### config.mk
export PLATFORM = sky130hd
export DESIGN_NAME = uart_rx_addr
export DESIGN_NICKNAME = d
export VERILOG_FILES = /design/src/rtl/uart_rx_pkg.sv /design/src/rtl/uart_rx_in.sv /design/src/rtl/uart_rx_frame.sv /design/src/rtl/uart_rx_fifo.sv /design/src/rtl/uart_rx_addr.sv
export SDC_FILE = /design/constraint.sdc
export NUM_CORES = 1
export LEC_CHECK = 0
export CORE_UTILIZATION = 40
export CTS_CLUSTER_DIAMETER = 80
export DETAILED_ROUTE_END_ITERATION = 10
export HOLD_SLACK_MARGIN = 0.15
export PLACE_DENSITY = 0.64
export SYNTH_ARGS = -nofsm -noshare
export SYNTH_HDL_FRONTEND = slang
export SYNTH_SLANG_ARGS = --single-unit
### constraint.sdc
create_clock -name clk_i -period 2.8 [get_ports clk_i]
set_input_delay 0.56 -clock clk_i [delete_from_list [all_inputs] [get_ports clk_i]]
set_output_delay 0.56 -clock clk_i [all_outputs]
set_load 0.02 [all_outputs]
### src/rtl/uart_rx_pkg.sv
package uart_rx_pkg;
  localparam int unsigned WORD_W = 9;

  typedef enum logic [1:0] {
    PAR_NONE = 2'd0,
    PAR_EVEN = 2'd1,
    PAR_ODD  = 2'd2,
    PAR_OFF  = 2'd3
  } par_mode_e;

  typedef enum logic [2:0] {
    ST_IDLE,
    ST_START,
    ST_DATA,
    ST_STOP1,
    ST_STOP2
  } rx_state_e;

  typedef struct packed {
    logic [WORD_W-1:0] data;
    logic              perr;
    logic              ferr;
  } rx_word_t;
endpackage

### src/rtl/uart_rx_in.sv
module uart_rx_in #(
  parameter int unsigned SYNC_STAGES = 2
) (
  input  logic clk_i,
  input  logic rst_ni,
  input  logic pin_i,
  input  logic loop_i,
  input  logic loop_sel_i,
  output logic line_o
);
  logic                   src;
  logic [SYNC_STAGES-1:0] sync_q;

  assign src = loop_sel_i ? loop_i : pin_i;

  always_ff @(posedge clk_i or negedge rst_ni) begin
    if (!rst_ni) sync_q <= '1;
    else         sync_q <= {sync_q[SYNC_STAGES-2:0], src};
  end

  assign line_o = sync_q[SYNC_STAGES-1];
endmodule

### src/rtl/uart_rx_frame.sv
module uart_rx_frame
  import uart_rx_pkg::*;
#(
  parameter int unsigned OVS = 16
) (
  input  logic       clk_i,
  input  logic       rst_ni,
  input  logic       tick_i,
  input  logic       line_i,
  input  logic       halt_i,
  input  logic       nine_bit_i,
  input  logic [1:0] parity_mode_i,
  input  logic       two_stop_i,
  output logic       done_o,
  output rx_word_t   word_o
);
  localparam int unsigned CNT_W = $clog2(OVS + 1);
  localparam int unsigned BIT_W = $clog2(WORD_W);
  localparam int unsigned MID   = OVS / 2;
  localparam logic [CNT_W-1:0] S_EARLY = CNT_W'(MID - 1);
  localparam logic [CNT_W-1:0] S_MID   = CNT_W'(MID);
  localparam logic [CNT_W-1:0] S_LATE  = CNT_W'(MID + 1);
  localparam logic [CNT_W-1:0] S_LAST  = CNT_W'(OVS);

  rx_state_e         state_q;
  logic [CNT_W-1:0]  cnt_q, idx;
  logic [BIT_W-1:0]  bitn_q, last_bit;
  logic [WORD_W-1:0] shreg_q;
  logic [1:0]        smp_q;
  logic              ferr_q, armed_q, done_q, maj, has_par;
  rx_word_t          word_q, word_new;
  par_mode_e         pm;

  assign pm       = par_mode_e'(parity_mode_i);
  assign has_par  = !nine_bit_i && (pm == PAR_EVEN || pm == PAR_ODD);
  assign last_bit = (nine_bit_i || has_par) ? BIT_W'(WORD_W - 1) : BIT_W'(WORD_W - 2);
  assign idx      = (cnt_q == S_LAST) ? CNT_W'(1) : cnt_q + 1'b1;
  assign maj      = (smp_q[0] & smp_q[1]) | (smp_q[0] & line_i) | (smp_q[1] & line_i);

  always_comb begin
    word_new.data = nine_bit_i ? shreg_q : {1'b0, shreg_q[WORD_W-2:0]};
    word_new.perr = has_par && ((^shreg_q) ^ (pm == PAR_ODD));
    word_new.ferr = two_stop_i ? ferr_q : !maj;
  end

  always_ff @(posedge clk_i or negedge rst_ni) begin
    if (!rst_ni) begin
      state_q <= ST_IDLE;
      cnt_q   <= '0;
      bitn_q  <= '0;
      shreg_q <= '0;
      smp_q   <= '0;
      ferr_q  <= 1'b0;
      armed_q <= 1'b0;
      done_q  <= 1'b0;
      word_q  <= '0;
    end else begin
      done_q <= 1'b0;
      if (tick_i) begin
        if (state_q != ST_IDLE) begin
          cnt_q <= idx;
          if (idx == S_EARLY) smp_q[0] <= line_i;
          if (idx == S_MID)   smp_q[1] <= line_i;
        end
        unique case (state_q)
          ST_IDLE: begin
            if (!armed_q) armed_q <= line_i;
            else if (!line_i && !halt_i) begin
              state_q <= ST_START;
              cnt_q   <= CNT_W'(1);
              shreg_q <= '0;
            end
          end
          ST_START: begin
            if (idx == S_MID && line_i) state_q <= ST_IDLE;   // glitch
            else if (idx == S_LAST) begin
              state_q <= ST_DATA;
              bitn_q  <= '0;
            end
          end
          ST_DATA: begin
            if (idx == S_LATE) shreg_q[bitn_q] <= maj;
            if (idx == S_LAST) begin
              if (bitn_q == last_bit) state_q <= ST_STOP1;
              else                    bitn_q  <= bitn_q + 1'b1;
            end
          end
          ST_STOP1: begin
            if (idx == S_LATE) begin
              if (two_stop_i) ferr_q <= !maj;
              else begin
                done_q  <= 1'b1;
                word_q  <= word_new;
                state_q <= ST_IDLE;
                armed_q <= line_i;
              end
            end
            if (idx == S_LAST && two_stop_i) state_q <= ST_STOP2;
          end
          ST_STOP2: begin
            if (idx == S_LATE) begin
              done_q  <= 1'b1;
              word_q  <= word_new;
              state_q <= ST_IDLE;
              armed_q <= line_i;
            end
          end
          default: state_q <= ST_IDLE;
        endcase
      end
    end
  end

  assign done_o = done_q;
  assign word_o = word_q;
endmodule

### src/rtl/uart_rx_fifo.sv
module uart_rx_fifo
  import uart_rx_pkg::*;
#(
  parameter int unsigned DEPTH = 4
) (
  input  logic                       clk_i,
  input  logic                       rst_ni,
  input  logic                       push_i,
  input  rx_word_t                   wdata_i,
  input  logic                       pop_i,
  output rx_word_t                   head_o,
  output logic [$clog2(DEPTH+1)-1:0] count_o,
  output logic                       full_o,
  output logic                       empty_o
);
  localparam int unsigned PTR_W = (DEPTH > 1) ? $clog2(DEPTH) : 1;
  localparam int unsigned CNT_W = $clog2(DEPTH + 1);
  localparam logic [PTR_W-1:0] PTR_MAX = PTR_W'(DEPTH - 1);

  rx_word_t         mem_q [DEPTH];
  logic [PTR_W-1:0] wr_q, rd_q;
  logic [CNT_W-1:0] cnt_q;
  logic             do_push, do_pop;

  assign full_o  = (cnt_q == CNT_W'(DEPTH));
  assign empty_o = (cnt_q == '0);
  assign do_push = push_i && !full_o;
  assign do_pop  = pop_i && !empty_o;

  always_ff @(posedge clk_i) begin
    if (do_push) mem_q[wr_q] <= wdata_i;
  end

  always_ff @(posedge clk_i or negedge rst_ni) begin
    if (!rst_ni) begin
      wr_q  <= '0;
      rd_q  <= '0;
      cnt_q <= '0;
    end else begin
      if (do_push) wr_q <= (wr_q == PTR_MAX) ? '0 : wr_q + 1'b1;
      if (do_pop)  rd_q <= (rd_q == PTR_MAX) ? '0 : rd_q + 1'b1;
      cnt_q <= cnt_q + CNT_W'(do_push) - CNT_W'(do_pop);
    end
  end

  assign head_o  = mem_q[rd_q];
  assign count_o = cnt_q;
endmodule

### src/rtl/uart_rx_addr.sv
module uart_rx_addr
  import uart_rx_pkg::*;
#(
  parameter int unsigned OVS         = 16,
  parameter int unsigned DEPTH       = 4,
  parameter int unsigned RTS_LEVEL   = 3,
  parameter int unsigned SYNC_STAGES = 2
) (
  input  logic              clk_i,
  input  logic              rst_ni,
  input  logic              tick16_i,
  input  logic              rx_i,
  input  logic              loop_tx_i,
  input  logic              loopback_i,
  input  logic              nine_bit_i,
  input  logic [1:0]        parity_mode_i,
  input  logic              two_stop_i,
  input  logic              addr_detect_i,
  input  logic              rd_i,
  input  logic              ovr_clr_i,
  output logic [WORD_W-1:0] rd_data_o,
  output logic              rd_perr_o,
  output logic              rd_ferr_o,
  output logic              rd_valid_o,
  output logic              overrun_o,
  output logic              rts_o
);
  localparam int unsigned CNT_W = $clog2(DEPTH + 1);

  logic             line, f_done, f_msb, addr_skip, accept, push;
  logic             fifo_full, fifo_empty, ovr_q;
  logic [CNT_W-1:0] fifo_cnt;
  rx_word_t         f_word, head;

  uart_rx_in #(.SYNC_STAGES(SYNC_STAGES)) u_in (
    .clk_i      (clk_i),
    .rst_ni     (rst_ni),
    .pin_i      (rx_i),
    .loop_i     (loop_tx_i),
    .loop_sel_i (loopback_i),
    .line_o     (line)
  );

  uart_rx_frame #(.OVS(OVS)) u_frame (
    .clk_i         (clk_i),
    .rst_ni        (rst_ni),
    .tick_i        (tick16_i),
    .line_i        (line),
    .halt_i        (ovr_q),
    .nine_bit_i    (nine_bit_i),
    .parity_mode_i (parity_mode_i),
    .two_stop_i    (two_stop_i),
    .done_o        (f_done),
    .word_o        (f_word)
  );

  assign f_msb     = f_word.data[WORD_W-1];
  assign addr_skip = addr_detect_i && nine_bit_i && !f_msb;
  assign accept    = f_done && !addr_skip;
  assign push      = accept && !fifo_full;

  always_ff @(posedge clk_i or negedge rst_ni) begin
    if (!rst_ni)                  ovr_q <= 1'b0;
    else if (accept && fifo_full) ovr_q <= 1'b1;
    else if (ovr_clr_i)           ovr_q <= 1'b0;
  end

  uart_rx_fifo #(.DEPTH(DEPTH)) u_fifo (
    .clk_i   (clk_i),
    .rst_ni  (rst_ni),
    .push_i  (push),
    .wdata_i (f_word),
    .pop_i   (rd_i),
    .head_o  (head),
    .count_o (fifo_cnt),
    .full_o  (fifo_full),
    .empty_o (fifo_empty)
  );

  assign rd_data_o  = head.data;
  assign rd_perr_o  = head.perr;
  assign rd_ferr_o  = head.ferr;
  assign rd_valid_o = !fifo_empty;
  assign overrun_o  = ovr_q;
  assign rts_o      = (fifo_cnt < CNT_W'(RTS_LEVEL));
endmodule

# [Yosys cells after proc, flatten, opt, wreduce, memory -nomap -nowiden]
# Memories as Yosys holds them, arrays and structs flattened.
# Index checks and enable logic that the tools add are counted.
[word_totals] regBits=47 ramBits=44 inputBits=13 output_inout_bits=14 wordCells=154 mem_count=1
[op_classes] add_sub_neg=6 n_lt_le_gt_ge=3 n_eq_ne=29 mux=52 n_bitwise=6 reduce_logical=40
[mem_list] name="u_fifo.mem_q" words=4 word_bits=11 read_ports=1 rd_ports_with_merged_regs=0 write_ports=1 line_no="uart_rx_fifo.sv:20" rtl="rx_word_t mem_q [DEPTH];"
[op_table] op="$mux 9" n=4
[op_table] op="$mux 11" n=3
[op_table] op="$mux 3" n=10
[op_table] op="$mux 5" n=5
[op_table] op="$pmux 11 s2" n=1
[op_table] op="$mux 4" n=5
[op_table] op="$pmux 9 s2" n=1
[op_table] op="$ne 2x1->1 const B" n=8
[op_table] op="$mux 1" n=15
[op_table] op="$pmux 3 s5" n=1
[op_table] op="$reduce_and 5->1" n=3
[op_table] op="$logic_and 1x1->1" n=13
[op_table] op="$eq 5x4->1 const B" n=2
[op_table] op="$eq 5x5->1 const B" n=2
[op_table] op="$bwmux 9" n=1
[op_table] op="$reduce_and 9->1" n=1
[op_table] op="$reduce_xor 9->1" n=1
[op_table] op="$logic_not 1->1" n=8
[op_table] op="$pmux 4 s2" n=1
[op_table] op="$reduce_bool 2->1" n=4
[op_table] op="$eq 2x2->1 const B" n=3
[op_table] op="$eq 3x2->1 const B" n=2
[op_table] op="$eq 3x3->1 const B" n=2
[op_table] op="$logic_not 3->1" n=2
[op_table] op="other kinds (27)" n=38

# [Depth between registers and ports, before layout]
# Gate-level depths: netlist (run 1).
[logic_depth] ltp_word=9 ltp_mapped=10 depth_no_buf=10

# [Hierarchy]
# A second synthesis (run 1) with hierarchy kept.
[unflattened] hier_cells=349 area_unflattened_um2=4521.8
[by_module_without_submodules] mod="uart_rx_frame" instances=1 cells_per_inst=242 area_each_um2=2349.8 seq_area_each_um2=925.9
[by_module_without_submodules] mod="uart_rx_fifo" instances=1 cells_per_inst=96 area_each_um2=2035.7 seq_area_each_um2=1496.4
[by_module_without_submodules] mod="uart_rx_addr" instances=1 cells_per_inst=8 area_each_um2=68.8 seq_area_each_um2=25.0
[by_module_without_submodules] mod="uart_rx_in" instances=1 cells_per_inst=3 area_each_um2=67.6 seq_area_each_um2=52.6

# [Worst setup path before layout (run 1)]
# No wires, ideal clock.
[synth_path] path_type="register to register" startpoint="register u_frame.cnt_q[0]" endpoint="register u_frame.shreg_q[4]" setup_time_ns=0.066 arrival_ns=2.097 t_required_ns=2.734 path_slack_ns=0.637 stages_incl_launch_ff=8 n_path_buf=0 synth_period_minus_slack_ns=2.163 path_cell_list="dfrtp_1 -> ha_1 -> nand2_1 -> mux2i_1 -> o2bb2ai_2 -> or4_4 -> nor3b_4 -> a221o_1"
[synth_via] elab_chain_cells=5 elab_cells_between_ends=6 classes_between="add/sub: 1; eq/ne: 3; mux: 1; reduce/logical: 1"
[synth_rtl] item="from (decl)" line_no="uart_rx_frame.sv:26" rtl="logic [CNT_W-1:0] cnt_q, idx;"
[synth_rtl] item="from (signal assigned)" line_no="uart_rx_frame.sv:61" rtl="cnt_q <= idx;"
[synth_rtl] item="$add 5x1->5 or $eq 5x5->1 (tied branches)" line_no="uart_rx_frame.sv:37" rtl="assign idx = (cnt_q == S_LAST) ? CNT_W'(1) : cnt_q + 1'b1;"
[synth_rtl] item="$mux 5 *" line_no="uart_rx_frame.sv:37"
[synth_rtl] item="$eq 5x4->1 *" line_no="uart_rx_frame.sv:82" rtl="if (idx == S_LATE) shreg_q[bitn_q] <= maj;"
[synth_rtl] item="$ne 2x1->1 (no line) *"
[synth_rtl] item="$reduce_and 5->1 (no line) *"
[synth_rtl] item="to (signal, indexed assignment)" line_no="uart_rx_frame.sv:82"
[synth_rtl] item="to (decl)" line_no="uart_rx_frame.sv:28" rtl="logic [WORD_W-1:0] shreg_q;"
# Mark *: on every way between the ends. The rest lies on a longest branch, timed or not.
# A chain may end at the register's enable or synchronous reset.

# [Final worst setup path (run 1)]
[layout_path] startpoint="register u_fifo.rd_q[0]" endpoint="output rd_perr_o"
[layout_via] elab_chain_cells=1
[layout_rtl] item="from (decl)" line_no="uart_rx_fifo.sv:21" rtl="logic [PTR_W-1:0] wr_q, rd_q;"
[layout_rtl] item="from (signal assigned)" line_no="uart_rx_fifo.sv:41" rtl="if (do_pop) rd_q <= (rd_q == PTR_MAX) ? '0 : rd_q + 1'b1;"
[layout_rtl] item="$mem_v2 4x11"
[layout_rtl] item="to (decl)" line_no="uart_rx_addr.sv:22" rtl="output logic rd_perr_o,"
# No other way between the ends.

==> load_flow_metrics.sql, run 1 <==
INSERT INTO impl_metrics (metric_group, metric, value, unit) VALUES
('synth', 'synth_area', '4295', 'um2'),
('cts', 'cts.htree.levels', '3', ''),
('route', 'routed_wirelength', '7438', 'um'),
('synth', 'syn-mean-instance-area', '13.02', 'um2'),
('cts', 'tritoncts_buffer_count', '9', ''),
('cts', 'cts_sinks', '91', ''),
('global_routing', 'wire_length_of_the_first_global_routing_pass', '12740', 'um'),
('synth', 'mappedNetlistNets', '361', ''),
('route', 'vias_after_detailed_routing', '2634', ''),
('timing', 'fin_setup_tns', '0', 'ns'),
('synth', 'synth_edf_count', '44', ''),
('route', 'dr.pass1.iters', '4', ''),
('power_and_ir_drop', 'power.internal', '2.189', 'mW'),
('power_and_ir_drop', 'total_power', '3.188', 'mW'),
('power_and_ir_drop', 'seq_power_share', '51.1', '%'),
('synth', 'fraction_of_the_yosys_area_taken_by_sequential_cells', '58.20', '%'),
('run_status', 'run_status', 'completed', ''),
('timing', 'grt_setup_unrepaired', 'no', ''),
('route', 'route.detailed.drc', '0', ''),
('power_and_ir_drop', 'vdd.ir_drop.worst', '0.3595', 'mV'),
('floorplan', 'dieArea', '11160', 'um2'),
('timing', 'worst_slew_pin_slew', '0.5695', 'ns'),
('timing', 'fmaxAchievable', '0.3824', 'GHz'),
('synth', 'synthDistinctLibCells', '52', ''),
('synth', 'top_area_cells_in_the_synthesized_netlist', 'edfxtp_1 31%, dfrtp_1 26%, mux4_2 5.8%', ''),
('place', 'place_inst', '489', ''),
('power_and_ir_drop', 'power_switching', '998.8', 'uW'),
('place', 'dpl.hpwl', '5231', 'um'),
('floorplan', 'floorplan.die.height', '105.6', 'um'),
('power_and_ir_drop', 'power.density_cell_area', '647.7', 'nW/um2'),
('synth', 'yosys_most_used_dff', 'dfrtp_1', ''),
('place', 'routabilityCongestion', '0.7952', ''),
('route', 'antenna_left', '0', ''),
('critical_path', 'timing.setup.critical_path_class', 'reg -> out', ''),
('finish', 'final_cell_area', '4922', 'um2'),
('cts', 'insertion_delay', '0.36', 'ns'),
('route', 'drt_iter0_drc', '77', ''),
('synth', 'syn_inst', '330', ''),
('global_routing', 'first_global_vias', '2591', ''),
('power_and_ir_drop', 'netSwitchingFraction', '31.33', '%'),
('worst_hold_path', 'hold_class', 'reg -> reg', ''),
('timing', 'final_max_slew_viol_count', '0', ''),
('route', 'detail_route.wl_per_cell', '14.70', 'um'),
('global_routing', 'number_of_antenna_violations_at_the_first_check_in_global_routing', '0', ''),
('critical_path', 'critPathLaunchType', 'flop', ''),
('timing', 'setup_viol', '0', ''),
('timing', 'skew', '0.005331', 'ns'),
('timing', 'layout_worst_path_cycle_share', '93.40', '%'),
('cts', 'cts.root.buffer_cell', 'clkbuf_8', ''),
('cts', 'clk_path_buf_depth', '2', ''),
('timing', 'hold_viol_final', '0', ''),
('route', 'route.detailed.vias_per_inst', '5.206', ''),
('synth', 'ys_ff_latch', '91', ''),
('synth', 'netlist.area_leader.share', '30.76', '%'),
('cts', 'cts_clk_pin_slew_worst_paths', '0.09', 'ns'),
('floorplan', 'std_cell_rows', '37', ''),
('synth', 'synth.yosys.warnings', '0', ''),
('finish', 'flow.area_growth_from_synthesis', '14.59', '%'),
('critical_path', 'worst_ep_arrival_time', '2.06', 'ns'),
('global_routing', 'largest_net_degree_at_the_start_of_global_routing', '32', ''),
('global_routing', 'grt-ovfl-total', '0', ''),
('finish', 'insertedDiodeCount', '0', ''),
('power_and_ir_drop', 'p_leak', '1.951', 'nW'),
('finish', 'final_net_count', '396', ''),
('finish', 'drive_gt1_share', '13.51', '%'),
('global_routing', 'grt_usage', '14.84', '%'),
('synth', 'ys_async_sr_fraction', '51.65', '%'),
('place', 'total_cell_area_at_the_placement_stage', '4728', 'um2'),
('timing', 'period_needed', '2.615', 'ns'),
('floorplan', 'floorplan.initialDensity', '41.42', '%'),
('synth', 'netlist.top_cell.by_area', 'edfxtp_1', ''),
('finish', 'finish.cell_count_without_fillers', '506', ''),
('power_and_ir_drop', 'pwr-share-comb', '22.9', '%'),
('floorplan', 'io-pin-count', '27', ''),
('critical_path', 'crit_required', '2.24', 'ns'),
('floorplan', 'die_w', '105.6', 'um'),
('timing', 'max_slew_margin', '62.03', '%'),
('job', 'max_cap_violations', '0', ''),
('floorplan', 'fp.coreArea', '10370', 'um2'),
('power_and_ir_drop', 'power.clock.fraction', '26.0', '%'),
('cts', 'tritoncts', 'yes', ''),
('critical_path', 'critPathCaptureType', 'primary output', ''),
('place', 'port_buffers', '26', ''),
('critical_path', 'critPathMaxFanout', '14', '');
layout make-up:
cell class	count	area, um2
multi-input cells	208	1668
clock inverters	7	60.06
inverters	20	75.07
well taps	136	170.2
fillers	956	5448
repair buffers	35	325.3
flip-flops and latches	91	2500
clock buffers	9	123.9
power groups by stage:
| stage | registers [mW] | logic (mW) | clock network, mW |
|---|---|---|---|
| after floorplan | 1.59 | 0.597 | 0 |
| final | 1.63 | 0.730 | 0.830 |
| after CTS | 1.63 | 0.748 | 0.860 |
| after global routing | 1.65 | 0.823 | 0.913 |
| after global placement | 1.66 | 0.725 | 0 |
| after detailed placement | 1.66 | 0.745 | 0 |
registers in the layout, summed over array words and instances (netlist names), 2 cells and up:
name	flops
u_frame.shreg_q	9
u_fifo.count_o	3
u_fifo.rd_q	2
u_frame.smp_q	2
u_frame.word_o	11
u_fifo.mem_q	44
u_frame.cnt_q	5
u_fifo.wr_q	2
u_frame.bitn_q	4
u_frame.state_q	3
u_in.sync_q	2
repair_timing:
item                                   CTS  global route
gates resized for setup                  0             0
setup buffers                            0             0
hold buffers                             1             0
endpoints found under the hold margin   16             0
Yosys cell counts, types with 2 or more instances:
master    count
clkbuf_1      5
nor2b_1       3
dfrtp_1      45
ha_1         17
nand2_1      34
a21o_1        3
a22o_1        2
nand3b_1      3
mux2_2        6
o21ai_1       6
dfstp_2       2
inv_1        20
nand3_1      11
nor2_1       13
buf_2         3
xnor2_1      10
and2_1        5
mux2i_1       4
xor2_1        2
buf_1         2
nor3_1        8
nor3_2        2
and3_1        8
a21oi_1       3
a31oi_1       3
mux2_1       10
edfxtp_1     44
o21ai_0      12
a221o_1       9
mux4_2       11
nand2b_1      3
cell families after synthesis:
family | share of synthesized area [%]
flops | 58.20
simple gates | 12.09
buf+inv | 2.971
fa+ha+maj | 5.651
mux | 10.89
xor+xnor | 2.447
compound gates | 7.749
stage by stage:
step / worst slack [ns] / hold WS (ns) / util (%)
after floorplan: 0.6366 / 0.2644 / -
after global placement: 0.1391 / 0.3461 / 45.60
after detailed placement: 0.1101 / 0.3473 / 45.60
after CTS: 0.1345 / 0.3616 / 47.47
after global routing: 0.05106 / 0.3648 / 47.47
final: 0.1848 / 0.3595 / 47.47
cells in the final DEF, fill, tap and decap left out, drive strengths merged, types with 4 or more instances in the layout:
master,synthesis,layout
and3,8,8
mux2,16,16
buf,6,9
nand2,34,34
ha,17,17
clkdlybuf4s50,0,25
o21ai,18,18
clkbuf,5,9
and2,5,5
dfrtp,45,45
nand3,11,11
mux2i,4,4
edfxtp,44,44
a21oi,4,4
nor2,13,13
mux4,11,11
nor3,10,10
xnor2,10,10
inv,20,23
a221o,9,9
final timing paths:
check	cells past startpoint	to	start	slack, ns
hold reg to reg	0	u_in.sync_q[1]	u_in.sync_q[0]	0.36
hold / removal	0	u_in.sync_q[1]	u_in.sync_q[0]	0.36
min in group asynchronous	2	u_frame.bitn_q[2]	rst_ni	0.65
setup / recovery	3	rd_perr_o	u_fifo.rd_q[0]	0.18
max in group asynchronous	3	u_in.sync_q[0]	rst_ni	1.36
setup reg to reg	7	u_frame.shreg_q[7]	u_frame.cnt_q[0]	0.36
worst max-delay path, cell delays in order (launching register included):
cell,delay [ns]
dfrtp_1,0.34
buf_4,0.26
mux4_2,0.54
clkdlybuf4s50_1,0.55
layer usage:
layer	GRT usage [%]	routed length, um	vias up
met5	0	0	-
met4	4.960	93	0
met3	3.896	209	11
met2	24.39	3658	31
met1	19.09	3476	1306
li1	-	-	1286
Note: power is estimated with default switching activity, not from simulation.
==> inputs of run 2 (changes only) <==
--- a/config.mk
+++ b/config.mk
@@ -5,6 +5,7 @@
 export SDC_FILE = /design/constraint.sdc
 export NUM_CORES = 1
 export LEC_CHECK = 0
+export CORE_MARGIN = 2
 export CORE_UTILIZATION = 40
 export CTS_CLUSTER_DIAMETER = 80
 export DETAILED_ROUTE_END_ITERATION = 10
==> run 2 against run 1 <==
Against the previous run:
- utilization is 0.24 points higher
- die area is 3.8% higher
- sequential cell count stayed put
- critical path depth stayed put
- register-to-register slack worse by 0.03 ns
- worst setup slack worse by 0.036 ns
- count of clock-buffer cells in the layout stayed put
- combinational power hardly changed
- hold slack worse by 0.21 ns
- clock skew is 0.0079 ns higher
- critical path type unchanged
==> load_flow_metrics.sql, run 2 (synthesis results as in run 1) <==
INSERT INTO impl_metrics (metric_group, metric, value, unit) VALUES
('power_and_ir_drop', 'power.internal', '2.284', 'mW'),
('route', 'route.detailed.vias_per_inst', '5.180', ''),
('timing', 'layout_worst_path_cycle_share', '94.70', '%'),
('floorplan', 'io-pin-count', '27', ''),
('place', 'port_buffers', '26', ''),
('floorplan', 'floorplan.initialDensity', '41.42', '%'),
('cts', 'post_cts_buffers', '0', ''),
('power_and_ir_drop', 'power_switching', '1.004', 'mW'),
('timing', 'max_slew_margin', '61.76', '%'),
('worst_hold_path', 'hold_class', 'in -> async', ''),
('timing', 'hold_viol_final', '0', ''),
('finish', 'largest_register', 'u_fifo.mem_q', ''),
('timing', 'skew', '0.01327', 'ns'),
('route', 'detail_route.wl_per_cell', '14.99', 'um'),
('finish', 'insertedDiodeCount', '0', ''),
('cts', 'tritoncts_buffer_count', '9', ''),
('finish', 'final_net_count', '396', ''),
('global_routing', 'grt-ovfl-total', '0', ''),
('finish', 'ff_latch_area', '2500', 'um2'),
('global_routing', 'grt_usage', '14.29', '%'),
('floorplan', 'dieArea', '11580', 'um2'),
('critical_path', 'critPathLaunchType', 'flop', ''),
('cts', 'cts.root.buffer_cell', 'clkbuf_8', ''),
('finish', 'mostFrequentLayoutCell', 'dfrtp_1', ''),
('cts', 'cts.htree.levels', '3', ''),
('critical_path', 'crit_path_max_incr_delay', '0.55', 'ns'),
('route', 'dr.pass1.iters', '4', ''),
('run_status', 'run_status', 'completed', ''),
('finish', 'drive_gt1_share', '13.78', '%'),
('floorplan', 'die_w', '107.6', 'um'),
('job', 'max_cap_violations', '0', ''),
('cts', 'tritoncts', 'yes', ''),
('global_routing', 'largest_net_degree_at_the_start_of_global_routing', '30', ''),
('power_and_ir_drop', 'vdd.ir_drop.worst', '0.3301', 'mV'),
('place', 'place_inst', '490', ''),
('power_and_ir_drop', 'netSwitchingFraction', '30.52', '%'),
('timing', 'setup_viol', '0', ''),
('route', 'routed_wirelength', '7585', 'um'),
('critical_path', 'worst_ep_arrival_time', '2.09', 'ns'),
('finish', 'finish.cell_count_without_fillers', '506', ''),
('route', 'route.detailed.drc', '0', ''),
('timing', 'fin_setup_tns', '0', 'ns'),
('finish', 'number_of_flip_flops_under_the_largest_register_name', '44', ''),
('global_routing', 'number_of_antenna_violations_at_the_first_check_in_global_routing', '0', ''),
('finish', 'flow.area_growth_from_synthesis', '15.18', '%'),
('power_and_ir_drop', 'p_leak', '1.965', 'nW'),
('critical_path', 'critPathMaxFanout', '11', ''),
('floorplan', 'floorplan.die.height', '107.6', 'um'),
('power_and_ir_drop', 'power.clock.fraction', '28.0', '%'),
('power_and_ir_drop', 'power.density_cell_area', '664.6', 'nW/um2'),
('cts', 'cts_clk_pin_slew_worst_paths', '0.10', 'ns'),
('timing', 'worst_slew_pin_slew', '0.5735', 'ns'),
('route', 'vias_after_detailed_routing', '2621', ''),
('route', 'antenna_left', '0', ''),
('floorplan', 'fp.coreArea', '10370', 'um2'),
('place', 'dpl.hpwl', '5329', 'um'),
('place', 'routabilityCongestion', '0.7951', ''),
('timing', 'final_max_slew_viol_count', '0', ''),
('global_routing', 'first_global_vias', '2618', ''),
('timing', 'period_needed', '2.651', 'ns'),
('power_and_ir_drop', 'seq_power_share', '49.8', '%'),
('power_and_ir_drop', 'pwr-share-comb', '22.1', '%'),
('timing', 'grt_setup_unrepaired', 'no', ''),
('critical_path', 'crit_required', '2.24', 'ns'),
('finish', 'multi_input_comb_area', '1668', 'um2'),
('cts', 'cts_sinks', '91', ''),
('critical_path', 'crit_path_cell_trace', 'buf_6 > mux4_2 > clkdlybuf4s50_1', ''),
('critical_path', 'timing.setup.critical_path_class', 'reg -> out', ''),
('finish', 'most-common-layout-cells', '45 x dfrtp_1, 44 x edfxtp_1, 34 x nand2_1, 25 x clkdlybuf4s50_1, 20 x inv_1', ''),
('cts', 'insertion_delay', '0.36', 'ns'),
('global_routing', 'wire_length_of_the_first_global_routing_pass', '12860', 'um'),
('timing', 'fmaxAchievable', '0.3771', 'GHz'),
('cts', 'clk_path_buf_depth', '2', ''),
('finish', 'fillerInstances', '932', ''),
('critical_path', 'slowest_stage', 'clkdlybuf4s50_1', ''),
('floorplan', 'std_cell_rows', '37', ''),
('route', 'drt_iter0_drc', '91', ''),
('critical_path', 'critPathCaptureType', 'primary output', '');
## run 2: cell types whose count changed in the layout (fill, tap and decap cells not counted)
cell and delta:
buf_6 +1, bufinv_16 +1, clkinv_4 -1, dlygate4sd3_1 -1
inv_6 -1, inv_8 +1
## run 2: path summary, 6_finish.rpt
kind                                  start                 end  slack [ns]  depth (start not counted)
hold reg to reg              u_in.sync_q[0]      u_in.sync_q[1]        0.36                          0
hold / removal                       rst_ni  u_frame.shreg_q[7]        0.15                          1
setup reg to reg           u_frame.cnt_q[0]  u_frame.shreg_q[7]        0.33                          7
max in group asynchronous            rst_ni      u_in.sync_q[0]        1.86                          2
setup / recovery             u_fifo.rd_q[0]        rd_data_o[6]        0.15                          3
min in group clk_i           u_in.sync_q[0]      u_in.sync_q[1]        0.36                          0
## run 2: per-stage QoR
stage	instance area (um2)	utilization (%)	power [mW]	setup slack [ns]	hold slack [ns]
after floorplan	4295	-	2.186	0.6366	0.2644
after global placement	4736	45.67	2.382	0.1413	0.3466
after detailed placement	4736	45.67	2.404	0.09168	0.3479
after CTS	4943	47.67	3.322	0.05335	0.1531
after global routing	4947	47.71	3.479	0.04927	0.1760
final	4947	47.71	3.288	0.1485	0.1452
## run 2: per-layer routing
metal	vias to the layer above	global-route usage (%)	wire (um)
li1	1279	-	-
met1	1288	18.54	3508
met2	44	24.08	3752
met3	10	2.845	222
met4	0	4.579	102
met5	-	0	0
## run 2: final cells by class
type,count,share of cell area (%)
Multi-Input combinational cell,208,33.71
Inverter,20,1.517
Tap cell,136,3.440
Timing Repair Buffer,35,6.601
Clock inverter,7,1.694
Sequential cell,91,50.53
Clock buffer,9,2.504
## run 2: repair_timing
action	4_1_cts	5_1_grt
endpoints found under the hold margin	0	0
hold buffers	0	0
setup endpoints to repair	0	5
resized for setup	0	1
## run 2: power groups by stage
stage | Clock [mW] | Sequential [mW] | Combinational [mW]
final | 0.921 | 1.64 | 0.728
after global routing | 0.997 | 1.66 | 0.818
after CTS | 0.945 | 1.64 | 0.736
after detailed placement | 0 | 1.67 | 0.735
after global placement | 0 | 1.66 | 0.720
after floorplan | 0 | 1.59 | 0.597
## run 2: critical path: cells and delay by family (launching register included)
| family | cells | cell delay, ns |
|---|---|---|
| DFF | 1 | 0.42 |
| buffers and inverters | 2 | 0.77 |
| muxes | 1 | 0.54 |
==> inputs of run 3 (changes only) <==
--- a/config.mk
+++ b/config.mk
@@ -5,11 +5,12 @@
 export SDC_FILE = /design/constraint.sdc
 export NUM_CORES = 1
 export LEC_CHECK = 0
+export CORE_ASPECT_RATIO = 1.5
 export CORE_MARGIN = 2
 export CORE_UTILIZATION = 40
 export CTS_CLUSTER_DIAMETER = 80
 export DETAILED_ROUTE_END_ITERATION = 10
-export HOLD_SLACK_MARGIN = 0.15
+export HOLD_SLACK_MARGIN = 0.06
 export PLACE_DENSITY = 0.64
 export SYNTH_ARGS = -nofsm -noshare
 export SYNTH_HDL_FRONTEND = slang
==> run 3 against run 2 <==
Against the previous run:
- power rose by 11%
- count of clock-buffer cells in the layout did not move
- combinational power rose by 0.8%
- wire length rose by 0.95%
- sequential power barely moved
==> load_flow_metrics.sql, run 3 (synthesis results as in run 1) <==
INSERT INTO impl_metrics (metric_group, metric, value, unit) VALUES
('run_status', 'run_status', 'completed', ''),
('finish', 'drive_gt1_share', '12.57', '%'),
('global_routing', 'largest_net_degree_at_the_start_of_global_routing', '48', ''),
('place', 'routabilityCongestion', '0.8709', ''),
('timing', 'worst_slew_pin_slew', '0.6055', 'ns'),
('timing', 'hold_viol_final', '0', ''),
('cts', 'cts.root.buffer_cell', 'clkbuf_16', ''),
('place', 'dpl.hpwl', '5516', 'um'),
('critical_path', 'crit_path_cell_trace', 'buf_4 > mux4_2 > clkdlybuf4s50_1', ''),
('power_and_ir_drop', 'p_leak', '2.001', 'nW'),
('place', 'port_buffers', '26', ''),
('route', 'drt_iter0_drc', '87', ''),
('cts', 'count_of_hold_buffers_inserted_by_post_cts_repair', '0', ''),
('power_and_ir_drop', 'total_power', '3.654', 'mW'),
('cts', 'tritoncts', 'yes', ''),
('floorplan', 'floorplan.die.height', '130.9', 'um'),
('critical_path', 'worst_path_bufs_invs', '2', ''),
('worst_hold_path', 'hold_class', 'in -> async', ''),
('finish', 'finish.cell_count_without_fillers', '510', ''),
('timing', 'layout_worst_path_cycle_share', '92.50', '%'),
('finish', 'multi_input_comb_area', '1668', 'um2'),
('finish', 'ff_latch_area', '2500', 'um2'),
('cts', 'insertion_delay', '0.33', 'ns'),
('critical_path', 'path_delay_family', 'buffers and inverters', ''),
('timing', 'skew', '0.004739', 'ns'),
('finish', 'most-common-layout-cells', '45 x dfrtp_1, 44 x edfxtp_1, 34 x nand2_1, 25 x clkdlybuf4s50_1, 20 x inv_1', ''),
('finish', 'final_net_count', '392', ''),
('power_and_ir_drop', 'vdd.ir_drop.worst', '0.2940', 'mV'),
('global_routing', 'first_global_vias', '2626', ''),
('route', 'route.detailed.vias_per_inst', '5.141', ''),
('route', 'antenna_left', '0', ''),
('critical_path', 'timing.setup.critical_path_class', 'reg -> out', ''),
('critical_path', 'critPathMaxFanout', '14', ''),
('cts', 'tritoncts_buffer_count', '9', ''),
('route', 'vias_after_detailed_routing', '2622', ''),
('timing', 'setup_viol', '0', ''),
('timing', 'grt_setup_unrepaired', 'no', ''),
('finish', 'largest_register', 'u_fifo.mem_q', ''),
('critical_path', 'worst_ep_arrival_time', '2.03', 'ns'),
('critical_path', 'critPathLaunchType', 'flop', ''),
('floorplan', 'floorplan.initialDensity', '40.78', '%'),
('job', 'max_cap_violations', '0', ''),
('finish', 'mostFrequentLayoutCell', 'dfrtp_1', ''),
('timing', 'final_max_slew_viol_count', '0', ''),
('place', 'place_inst', '494', ''),
('global_routing', 'number_of_antenna_violations_at_the_first_check_in_global_routing', '0', ''),
('route', 'routed_wirelength', '7657', 'um'),
('critical_path', 'slowest_stage', 'mux4_2', ''),
('global_routing', 'wire_length_of_the_first_global_routing_pass', '12470', 'um'),
('cts', 'number_of_instances_resized_during_post_cts_repair', '0', ''),
('cts', 'cts_clk_pin_slew_worst_paths', '0.06', 'ns'),
('cts', 'clk_path_buf_depth', '2', ''),
('cts', 'post_cts_buffers', '0', ''),
('finish', 'fillerInstances', '956', ''),
('cts', 'cts_sinks', '91', ''),
('route', 'detail_route.wl_per_cell', '15.01', 'um'),
('global_routing', 'grt_usage', '14.16', '%'),
('finish', 'flow.area_growth_from_synthesis', '17.30', '%'),
('floorplan', 'fp.coreArea', '10530', 'um2'),
('timing', 'fin_setup_tns', '0', 'ns'),
('critical_path', 'critPathCaptureType', 'primary output', ''),
('power_and_ir_drop', 'power.density_cell_area', '725.2', 'nW/um2'),
('timing', 'period_needed', '2.590', 'ns'),
('finish', 'utilization', '47.84', '%'),
('timing', 'max_slew_margin', '59.64', '%'),
('floorplan', 'io-pin-count', '27', ''),
('global_routing', 'grt-ovfl-total', '0', ''),
('finish', 'insertedDiodeCount', '0', ''),
('floorplan', 'std_cell_rows', '46', ''),
('critical_path', 'crit_path_max_incr_delay', '0.55', 'ns'),
('timing', 'fmaxAchievable', '0.3861', 'GHz'),
('floorplan', 'dieArea', '11600', 'um2'),
('place', 'pre_cts_slack', '0.09580', 'ns'),
('critical_path', 'crit_required', '2.24', 'ns'),
('finish', 'number_of_flip_flops_under_the_largest_register_name', '44', ''),
('floorplan', 'die_w', '88.61', 'um'),
('timing', 'setup_ws_final', '0.2101', 'ns'),
('cts', 'cts.htree.levels', '3', ''),
('route', 'dr.pass1.iters', '4', ''),
('route', 'route.detailed.drc', '0', '');
run 3: changes by cell type in the layout (fill, tap and decap cells not counted):
cell        delta
clkbuf_16      +9
clkbuf_8       -9
buf_4          -3
clkinvlp_4     -2
inv_6          +2
inv_8          -2
buf_6          -1
bufinv_16      +1
clkinv_1       +1
run 3: per-layer routing:
metal | part of all wire [%] | track usage [%] | wire [um]
met5 | 0 | 0 | 0
met4 | 1.6 | 5.793 | 123
met3 | 2.5 | 3.580 | 193
met2 | 54 | 25.65 | 4168
met1 | 41 | 15.56 | 3173
run 3: per-stage QoR:
stage | hold WS (ns) | cell area, um2
floorplan | 0.2644 | 4295
global route | 0.3537 | 5039
global placement | 0.3476 | 4716
CTS | 0.3407 | 5039
detailed placement | 0.3511 | 4716
finish | 0.3185 | 5039
run 3: cell type report:
class / instances / share of cell area (%)
Sequential cell: 91 / 49.62
Tap cell: 144 / 3.576
Clock buffer: 9 / 4.470
Timing Repair Buffer: 31 / 5.811
Inverter: 20 / 1.490
Clock inverter: 7 / 1.937
Multi-Input combinational cell: 208 / 33.10
run 3: where the power goes:
part	internal, mW	switching [mW]
registers	1.49	0.148
clock network	0.788	0.498
logic	0.368	0.366
total	2.64	1.01
run 3: final timing paths:
path                                  start                 end  slack, ns  depth (start not counted)
min                                  rst_ni   u_frame.word_o[5]       0.32                          2
max                          u_fifo.rd_q[0]        rd_data_o[0]       0.21                          3
min in group clk_i           u_in.sync_q[0]      u_in.sync_q[1]       0.35                          0
max reg2reg                u_frame.cnt_q[0]  u_frame.shreg_q[3]       0.37                          7
max in group asynchronous            rst_ni    u_frame.cnt_q[3]       2.07                          2
min reg2reg                  u_in.sync_q[0]      u_in.sync_q[1]       0.35                          0
